**src/rtl/pt_xlate_pkg.sv**
```systemverilog
package pt_xlate_pkg;

    typedef enum logic [2:0] {
        ST_IDLE,
        ST_PTE_REQ,
        ST_PTE_WAIT,
        ST_DAT_REQ,
        ST_DAT_WAIT,
        ST_RESP
    } xl_state_e;

endpackage

```
**src/rtl/pt_va_split.sv**
```systemverilog
// Splits a virtual address and forms the byte address of its table entry.
module pt_va_split #(
    parameter int VA_W        = 16,
    parameter int PA_W        = 14,
    parameter int PG_W        = 8,
    parameter int ENTRY_BYTES = 4
) (
    input  logic [VA_W-1:0]      vaddr_i,
    input  logic [PA_W-1:0]      base_i,
    output logic [VA_W-PG_W-1:0] vpn_o,
    output logic [PG_W-1:0]      ofs_o,
    output logic [PA_W-1:0]      pte_addr_o
);
    localparam int VPN_W = VA_W - PG_W;
    localparam int ESH   = $clog2(ENTRY_BYTES);

    logic [VPN_W+ESH-1:0] scaled;

    always_comb begin
        vpn_o      = vaddr_i[VA_W-1:PG_W];
        ofs_o      = vaddr_i[PG_W-1:0];
        scaled     = {vpn_o, {ESH{1'b0}}};
        pte_addr_o = base_i + PA_W'(scaled);
    end

endmodule

```
**src/rtl/pt_pte_decode.sv**
```systemverilog
// Decodes the fields of a fetched entry and builds the physical address.
module pt_pte_decode #(
    parameter int PA_W = 14,
    parameter int PG_W = 8
) (
    input  logic                 pte_valid_i,
    input  logic [PA_W-PG_W-1:0] pte_ppn_i,
    input  logic [PG_W-1:0]      ofs_i,
    output logic                 hit_o,
    output logic [PA_W-1:0]      paddr_o
);
    always_comb begin
        hit_o   = pte_valid_i;
        paddr_o = {pte_ppn_i, ofs_i};
    end

endmodule

```
**src/rtl/pt_xlate.sv**
```systemverilog
module pt_xlate
    import pt_xlate_pkg::*;
#(
    parameter int VA_W      = 16,
    parameter int PA_W      = 14,
    parameter int PG_W      = 8,
    parameter int DATA_W    = 32,
    parameter int VALID_BIT = 31
) (
    input  logic              clk,
    input  logic              rst,
    input  logic              req_valid,
    output logic              req_ready,
    input  logic [VA_W-1:0]   req_vaddr,
    output logic              rsp_valid,
    input  logic              rsp_ready,
    output logic              rsp_fault,
    output logic [DATA_W-1:0] rsp_data,
    output logic [VA_W-1:0]   rsp_vaddr,
    input  logic              base_we,
    input  logic [PA_W-1:0]   base_wdata,
    output logic              mem_req,
    input  logic              mem_gnt,
    output logic [PA_W-1:0]   mem_addr,
    input  logic              mem_rvalid,
    input  logic [DATA_W-1:0] mem_rdata
);
    localparam int VPN_W = VA_W - PG_W;
    localparam int PPN_W = PA_W - PG_W;

    typedef struct packed {
        xl_state_e         st;
        logic [VA_W-1:0]   va;
        logic [PA_W-1:0]   base;
        logic [PA_W-1:0]   pa;
        logic [DATA_W-1:0] data;
        logic              fault;
    } xl_regs_t;

    xl_regs_t r_q, r_d;

    logic [VPN_W-1:0] vpn;
    logic [PG_W-1:0]  ofs;
    logic [PA_W-1:0]  pte_addr;
    logic             pte_hit;
    logic [PA_W-1:0]  phys_addr;

    pt_va_split #(
        .VA_W(VA_W), .PA_W(PA_W), .PG_W(PG_W), .ENTRY_BYTES(4)
    ) u_split (
        .vaddr_i   (r_q.va),
        .base_i    (r_q.base),
        .vpn_o     (vpn),
        .ofs_o     (ofs),
        .pte_addr_o(pte_addr)
    );

    pt_pte_decode #(
        .PA_W(PA_W), .PG_W(PG_W)
    ) u_dec (
        .pte_valid_i(mem_rdata[VALID_BIT]),
        .pte_ppn_i  (mem_rdata[PPN_W-1:0]),
        .ofs_i      (ofs),
        .hit_o      (pte_hit),
        .paddr_o    (phys_addr)
    );

    // Next-state computation
    always_comb begin
        r_d = r_q;
        unique case (r_q.st)
            ST_IDLE: begin
                if (base_we) r_d.base = base_wdata;
                if (req_valid) begin
                    r_d.va = req_vaddr;
                    r_d.st = ST_PTE_REQ;
                end
            end
            ST_PTE_REQ: begin
                if (mem_gnt) r_d.st = ST_PTE_WAIT;
            end
            ST_PTE_WAIT: begin
                if (mem_rvalid) begin
                    if (pte_hit) begin
                        r_d.pa = phys_addr;
                        r_d.st = ST_DAT_REQ;
                    end else begin
                        r_d.fault = 1'b1;
                        r_d.data  = '0;
                        r_d.st    = ST_RESP;
                    end
                end
            end
            ST_DAT_REQ: begin
                if (mem_gnt) r_d.st = ST_DAT_WAIT;
            end
            ST_DAT_WAIT: begin
                if (mem_rvalid) begin
                    r_d.fault = 1'b0;
                    r_d.data  = mem_rdata;
                    r_d.st    = ST_RESP;
                end
            end
            ST_RESP: begin
                if (rsp_ready) r_d.st = ST_IDLE;
            end
            default: r_d.st = ST_IDLE;
        endcase
    end

    always_ff @(posedge clk) begin
        if (rst) begin
            r_q.st    <= ST_IDLE;
            r_q.va    <= '0;
            r_q.base  <= '0;
            r_q.pa    <= '0;
            r_q.data  <= '0;
            r_q.fault <= 1'b0;
        end else begin
            r_q <= r_d;
        end
    end

    always_comb begin
        req_ready = (r_q.st == ST_IDLE);
        rsp_valid = (r_q.st == ST_RESP);
        rsp_fault = r_q.fault;
        rsp_data  = r_q.data;
        rsp_vaddr = r_q.va;
        mem_req   = (r_q.st == ST_PTE_REQ) || (r_q.st == ST_DAT_REQ);
        mem_addr  = (r_q.st == ST_PTE_REQ) ? pte_addr : r_q.pa;
    end

    // Assertions
    AST_REQ_HOLD: assert property (@(posedge clk) disable iff (rst)
        (mem_req && !mem_gnt) |=> (mem_req && $stable(mem_addr)));
    AST_ONE_OUTSTANDING: assert property (@(posedge clk) disable iff (rst)
        (mem_req && mem_gnt) |=> !mem_req);
    AST_RSP_HOLD: assert property (@(posedge clk) disable iff (rst)
        (rsp_valid && !rsp_ready) |=> (rsp_valid && $stable(rsp_data)
            && $stable(rsp_fault) && $stable(rsp_vaddr)));
    AST_IDLE_EXCL: assert property (@(posedge clk) disable iff (rst)
        !(req_ready && rsp_valid));
    AST_BASE_LOCK: assert property (@(posedge clk) disable iff (rst)
        (base_we && !req_ready) |=> $stable(r_q.base));
    AST_DATA_OFS: assert property (@(posedge clk) disable iff (rst)
        (mem_req && r_q.st == ST_DAT_REQ) |-> (mem_addr[PG_W-1:0] == r_q.va[PG_W-1:0]));
    AST_FAULT_NO_DATA: assert property (@(posedge clk) disable iff (rst)
        (r_q.st == ST_PTE_WAIT && mem_rvalid && !mem_rdata[VALID_BIT])
            |=> (rsp_valid && rsp_fault && !mem_req));

endmodule

```
**config.mk**
```make
export PLATFORM = sky130hd
export DESIGN_NAME = pt_xlate
export DESIGN_NICKNAME = d
export VERILOG_FILES = /design/src/rtl/pt_xlate_pkg.sv /design/src/rtl/pt_va_split.sv /design/src/rtl/pt_pte_decode.sv /design/src/rtl/pt_xlate.sv
export SDC_FILE = /design/constraint.sdc
export NUM_CORES = 1
export LEC_CHECK = 0
export ABC_AREA = 1
export BUFFER_PORTS_ARGS = -buffer_cell sky130_fd_sc_hd__buf_2
export CAP_MARGIN = 10
export CELL_PAD_IN_SITES_DETAIL_PLACEMENT = 2
export CELL_PAD_IN_SITES_GLOBAL_PLACEMENT = 2
export CORE_ASPECT_RATIO = 0.7
export CORE_MARGIN = 3
export CORE_UTILIZATION = 29
export CTS_CLUSTER_DIAMETER = 30
export DETAILED_ROUTE_END_ITERATION = 16
export PLACE_DENSITY_LB_ADDON = 0.25
export SETUP_SLACK_MARGIN = 0.2
export SLEW_MARGIN = 20
export SYNTH_ARGS = -nofsm -noshare
export SYNTH_HDL_FRONTEND = slang
export SYNTH_SLANG_ARGS = --single-unit
export TNS_END_PERCENT = 100
```
**constraint.sdc**
```tcl
create_clock -name clk -period 2.8 [get_ports clk]
set_input_delay 0.42 -clock clk [delete_from_list [all_inputs] [get_ports clk]]
set_output_delay 0.42 -clock clk [all_outputs]
set_load 0.02 [all_outputs]
```
==> results of run 1 <==
[worst paths after layout]
kind	startpoint	end	slack [ps]
max	r_q[49]$_SDFFE_PP0P_	mem_addr[8]	300
min	req_vaddr[7]	rsp_vaddr[7]$_SDFFE_PP0P_	300
max reg2reg	r_q[78]$_SDFFE_PP0P_	r_q[50]$_SDFFE_PP0P_	920
min reg2reg	r_q[47]$_SDFFE_PP0P_	r_q[47]$_SDFFE_PP0P_	460
[flip-flops by register name, summed over array words and instances, names as in the netlist]
name       cells
rsp_data      32
rsp_fault      1
r_q           31
rsp_vaddr     16
[per-stage QoR]
step | power [mW] | setup WS [ps] | area [um2] | hold slack [ps] | util, %
2_1_floorplan | 2.14 | 649 | 3970 | 425 | -
3_3_place_gp | 2.44 | 603 | 4420 | 432 | 33.3
6_report | 3.64 | 302 | 4810 | 303 | 36.2
4_1_cts | 3.64 | 213 | 4700 | 293 | 35.4
5_1_grt | 3.87 | 162 | 4810 | 310 | 36.2
3_5_place_dp | 2.48 | 547 | 4420 | 454 | 33.3
[power groups by stage]
stage | combinational, mW | clock (mW) | sequential, mW
floorplan | 0.790 | 0 | 1.35
global placement | 1.06 | 0 | 1.38
detailed placement | 1.09 | 0 | 1.39
CTS | 1.10 | 1.17 | 1.37
global route | 1.26 | 1.21 | 1.40
finish | 1.13 | 1.13 | 1.38
[cells in the final DEF (no fill, tap or decap), drive strengths merged]
| master | count |
|---|---|
| a21boi | 1 |
| a21o | 1 |
| a21oi | 55 |
| buf | 144 |
| clkbuf | 10 |
| clkinv | 2 |
| clkinvlp | 2 |
| dfxtp | 80 |
| fa | 1 |
| ha | 8 |
| inv | 36 |
| nand2 | 151 |
| nand3 | 23 |
| nand3b | 2 |
| nand4 | 4 |
| nor2 | 73 |
| nor3 | 4 |
| o21ai | 45 |
| o21bai | 1 |
| xnor2 | 2 |
| xor2 | 3 |
[tightest hold or removal path, stage by stage]
cell and delay, ps:
sky130_fd_sc_hd__buf_2 80, sky130_fd_sc_hd__nor2_1 30, sky130_fd_sc_hd__nor2_1 80
[repair_timing]
action / 4_1_cts / 5_1_grt
pin swaps: 1 / 2
buffers inserted: 0 / 3
resized for setup: 2 / 23
setup endpoints to repair: 4 / 10
[layer usage]
| layer | wire [um] | track usage (%) | vias up |
|---|---|---|---|
| met5 | 0 | 0 | - |
| met4 | 127 | 3.66 | 0 |
| met3 | 536 | 4.33 | 11 |
| met2 | 6560 | 30.5 | 62 |
| met1 | 6580 | 24.0 | 1853 |
| li1 | - | - | 1902 |
[final cells by class]
type	count	area [um2]
clock buffer	10	239
fill	1583	8460
inverter	35	131
tap	185	231
multi-input combinational	374	1810
clock inverter	5	41.3
timing repair buffer	144	746
sequential	80	1610
[cell families (layout without fill, tap and decap cells)]
kind of cell / after synthesis / after routing / share of synthesized area (%)
buf+inv: 108 / 194 / 15.9
fa+ha+maj: 9 / 9 / 3.03
xor+xnor: 5 / 5 / 1.10
flops: 80 / 80 / 40.4
simple gates: 257 / 257 / 26.4
compound gates: 103 / 103 / 13.2
==> impl_metrics.ini, run 1 <==
[yosys]
synth.cell_area_um2 = 3970
post-synth-top-area-fraction_pct = 40.4
yosysSeqAreaShare_pct = 40.4
number_of_synthesized_register_bits = 80
yosys.area.top_type = sky130_fd_sc_hd__dfxtp_1
synth-warning-count = 0
count_of_mapped_cells_out_of_synthesis = 562
post_synthesis_cell_type_count = 26
ys_top_cells_by_count = 151 x sky130_fd_sc_hd__nand2_1, 80 x sky130_fd_sc_hd__dfxtp_1, 69 x sky130_fd_sc_hd__nor2_1
synthArstFlopShare_pct = 0
synth.area.top_cells = sky130_fd_sc_hd__dfxtp_1 40%, sky130_fd_sc_hd__nand2_1 14%, sky130_fd_sc_hd__buf_4 9.5%
synth_flop_cell = sky130_fd_sc_hd__dfxtp_1
syn-num-nets = 640
synth_enable_flop_cells = 0
yosys.cell_count.top_type = sky130_fd_sc_hd__nand2_1
syn-mean-instance-area_um2 = 7.06

[floorplan]
core.rowCount = 35
die_h_um = 104
start_util_pct = 29.9
die_area_um2 = 15100
coreArea_um2 = 13300
die_width_um = 146
design.portCount = 135

[critical_path]
r2r_cells = 7
critPathCaptureType = output pin
setup.worst_path.start_class = flip-flop
cp_num_cells = 8
largest_incremental_delay_on_the_critical_path_ps = 410
arr_time_crit_path_ps = 2080
series_of_cell_instances_along_the_critical_path = ha_2 > inv_1 > fa_2 > nor3_1 > nor3_1 > nand3b_1 > nand2_1 > buf_2
critical_path_buf_inv_count = 2
crit_required_ps = 2380
critical_path_peak_fanout = 4
critical_path.most_common_cell = sky130_fd_sc_hd__nor3_1
standard_cell_with_the_maximum_stage_delay_on_the_critical_path = sky130_fd_sc_hd__fa_2
critPathKind = flip-flop to output pin
crit_path_leading_delay_family = adder cells

[cts]
cts.hold.buffers_added = 0
ctsRootBufferMaster = sky130_fd_sc_hd__clkbuf_16
clkSlewWorstSetupHoldPaths_ps = 70
ctsHtreeMaxLevel = 3
cts_buffer_depth = 2
tritoncts.num_buffers = 9
cts_tree = yes
insertion_delay_ps = 340
clock_sinks = 80

[sta]
timing_max_transition_violations_final = 0
max_freq_mhz = 400
clock_skew_ps = 7.62
worst_slew_margin_rel_pct = 44.4
min_period_ps = 2500
worstMarginPinSlew_ps = 834
rsz0062_at_grt = yes
timing_hold_violations_final = 0
setup-violations-final = 0
layout_worst_path_cycle_share_pct = 89.2
fin_setup_tns_ps = 0

[power]
clock_power_share_pct = 31.1
power.share.sequential_pct = 37.8
power.switching_mw = 1.39
power_density_nw_per_um2 = 757
leakage_nw = 2.28
power.share.switching_pct = 38.1
internal_power_mw = 2.25
comb_power_share_pct = 31.2
vdd_drop_max_mv = 0.289

[flow_run]
drv_cap = 0

[finish]
insertedDiodeCount = 0
post_layout_nonfiller_instances = 833
post_route_cells_drive_above_1_share_pct = 29.5
area_growth_syn_to_layout_pct = 21.2
nets_final = 722

[grt]
globalRoute.totalOverflow = 0
grt_first_pass_wirelength_um = 22300
grt_pass1_vias = 4225
grt_util_all_layers_pct = 18.2
grt_max_degree = 42
grt_antenna_before_repair = 0

[drt]
route.final.wire_length_um = 13800
dr.pass1.iters = 4
antenna_violating_nets_post_route = 0
routedWlPerCell_um = 16.6
drtIter0Drc = 180
routed_vias_inst = 4.60
route.detailed.drc = 0
via_count = 3828

[placement]
numPlacedInstances = 815
gp_congestion = 0.842
place.detailed.hpwl_um = 10400
port-buffer-count = 134

[worst_hold_path]
worstHoldPathCells = 3
holdCritPathClass = primary input to flip-flop

[run_status]
outcome = complete, no violations
Power figures use the tool's default switching activity.
==> run 2: changes to the inputs <==
Settings changed: CORE_MARGIN 3 to 2.
==> run 2 against run 1 <==
Against the previous run:
- core utilization down 0.21 points
- non-clock buffer count down 2
- clock skew down 2.7 ps
- critical path depth up 1
- register-to-register slack better by 20 ps
- final cell count unchanged
- wire length down 0.50%
- critical path type unchanged
==> impl_metrics.ini, run 2 (same netlist as run 1, synthesis figures left out) <==
[run_status]
outcome = complete, no violations

[floorplan]
start_util_pct = 29.9
coreArea_um2 = 13300
design.portCount = 135
core.rowCount = 35
die_area_um2 = 14600
die_width_um = 144
die_h_um = 102

[placement]
gp_congestion = 0.841
port-buffer-count = 134
place.detailed.hpwl_um = 10100

[sta]
timing_hold_violations_final = 0
setup-violations-final = 0
worst_case_hold_slack_ps = 303
timing_max_transition_violations_final = 0
layout_worst_path_cycle_share_pct = 90.7
fin_setup_tns_ps = 0
clock_skew_ps = 4.87
min_period_ps = 2540
rsz0062_at_grt = no
worstMarginPinSlew_ps = 590
max_freq_mhz = 394
worst_slew_margin_rel_pct = 60.6

[worst_hold_path]
holdPathEnd = rsp_vaddr[6]$_SDFFE_PP0P_
worstHoldPathCells = 3
min_from = req_vaddr[6]
holdCritPathClass = primary input to flip-flop

[power]
power.share.sequential_pct = 37.3
power.switching_mw = 1.37
vdd_drop_max_mv = 0.326
comb_power_share_pct = 30.4
power.share.switching_pct = 37.3
power_density_nw_per_um2 = 769
clock_power_share_pct = 32.3
internal_power_mw = 2.30
leakage_nw = 2.28
post-layout-total-power_mw = 3.68

[finish]
post_route_cells_drive_above_1_share_pct = 28.1
fillCellCount = 1604
area_growth_syn_to_layout_pct = 20.5
nets_final = 720
largest_register_ff_count = 32
layout_commonest_cell = sky130_fd_sc_hd__nand2_1
layout.cells.most_common_list = 149 x sky130_fd_sc_hd__nand2_1, 134 x sky130_fd_sc_hd__buf_2, 78 x sky130_fd_sc_hd__dfxtp_1

[cts]
clock_sinks = 80
tritoncts.num_buffers = 9
insertion_delay_ps = 330
ctsRootBufferMaster = sky130_fd_sc_hd__clkbuf_16
cts.hold.buffers_added = 0
clkSlewWorstSetupHoldPaths_ps = 60
cts_tree = yes
ctsHtreeMaxLevel = 3
cts_buffer_depth = 2

[critical_path]
critical_path_peak_fanout = 4
arr_time_crit_path_ps = 2120
critPathCaptureType = output pin
r2r_slack_ps = 940
r2r_cells = 7
critPathKind = flip-flop to output pin
timing.rr.start = r_q[78]$_SDFFE_PP0P_
timing.rr.end = r_q[50]$_SDFFE_PP0P_
crit_required_ps = 2380
setup.worst_path.start_class = flip-flop

[flow_run]
drv_cap = 0

[grt]
grt_antenna_before_repair = 1
grt_max_degree = 42
grt_first_pass_wirelength_um = 21600
grt_util_all_layers_pct = 18.9
grt_pass1_vias = 4077
globalRoute.totalOverflow = 0

[drt]
routedWlPerCell_um = 16.5
routed_vias_inst = 4.60
via_count = 3828
route.final.wire_length_um = 13700
drtIter0Drc = 151
route.detailed.drc = 0
antenna_violating_nets_post_route = 0
dr.pass1.iters = 4
[run 2: layout make-up]
class	count	area (um2)	share of cell area, %
Multi-Input combinational cell	374	1790	37.3
Sequential cell	80	1600	33.6
Timing Repair Buffer	142	731	15.3
Tap cell	185	231	4.84
Clock buffer	10	229	4.79
Inverter	35	131	2.75
Clock inverter	6	66.3	1.39
Antenna cell	1	2.50	0.0523
[run 2: worst max path at each step]
| stage | startpoint | end | cells past startpoint |
|---|---|---|---|
| after global placement | rsp_vaddr[8]$_SDFFE_PP0P_ | mem_addr[10] | 10 |
| after floorplan | rsp_vaddr[8]$_SDFFE_PP0P_ | mem_addr[6] | 6 |
| final | rsp_vaddr[8]$_SDFFE_PP0P_ | mem_addr[12] | 9 |
| after CTS | rsp_vaddr[13]$_SDFFE_PP0P_ | mem_addr[12] | 9 |
| after detailed placement | rsp_vaddr[8]$_SDFFE_PP0P_ | mem_addr[10] | 10 |
| after global routing | rsp_vaddr[8]$_SDFFE_PP0P_ | mem_addr[8] | 8 |
[run 2: layer usage]
layer	vias to the layer above	part of all wire, %	global-route usage, %
li1	1907	-	-
met1	1841	48	25.0
met2	69	47	32.2
met3	11	3.9	4.12
met4	0	0.90	3.62
met5	-	0	0
[run 2: critical path, stage by stage (launching register included)]
cell	delay [ps]
sky130_fd_sc_hd__dfxtp_2	360
sky130_fd_sc_hd__ha_4	150
sky130_fd_sc_hd__inv_1	70
sky130_fd_sc_hd__fa_2	430
sky130_fd_sc_hd__nand3b_1	250
sky130_fd_sc_hd__nand3_1	130
sky130_fd_sc_hd__nand2_1	60
sky130_fd_sc_hd__nand3_1	70
sky130_fd_sc_hd__nand2_1	90
sky130_fd_sc_hd__buf_2	170
[run 2: power by group through the flow]
stage	registers, mW	logic (mW)	clock network [mW]
after global routing	1.39	1.23	1.29
final	1.37	1.12	1.19
after floorplan	1.35	0.790	0
after detailed placement	1.39	1.09	0
after CTS	1.37	1.11	1.23
after global placement	1.38	1.06	0
[run 2: metrics by stage]
stage / instance area, um2 / cells / utilization [%] / setup WS [ps]
2_1_floorplan: 3970 / 562 / - / 649
3_3_place_gp: 4420 / 815 / 33.3 / 624
3_5_place_dp: 4420 / 815 / 33.3 / 555
4_1_cts: 4720 / 831 / 35.6 / 253
5_1_grt: 4780 / 832 / 36.0 / 161
6_report: 4780 / 833 / 36.0 / 261
[run 2: timing repair]
item / 4_1_cts / 5_1_grt
setup buffers: 0 / 1
pin swaps: 0 / 2
endpoints found under the setup margin: 3 / 6
resized for setup: 1 / 16
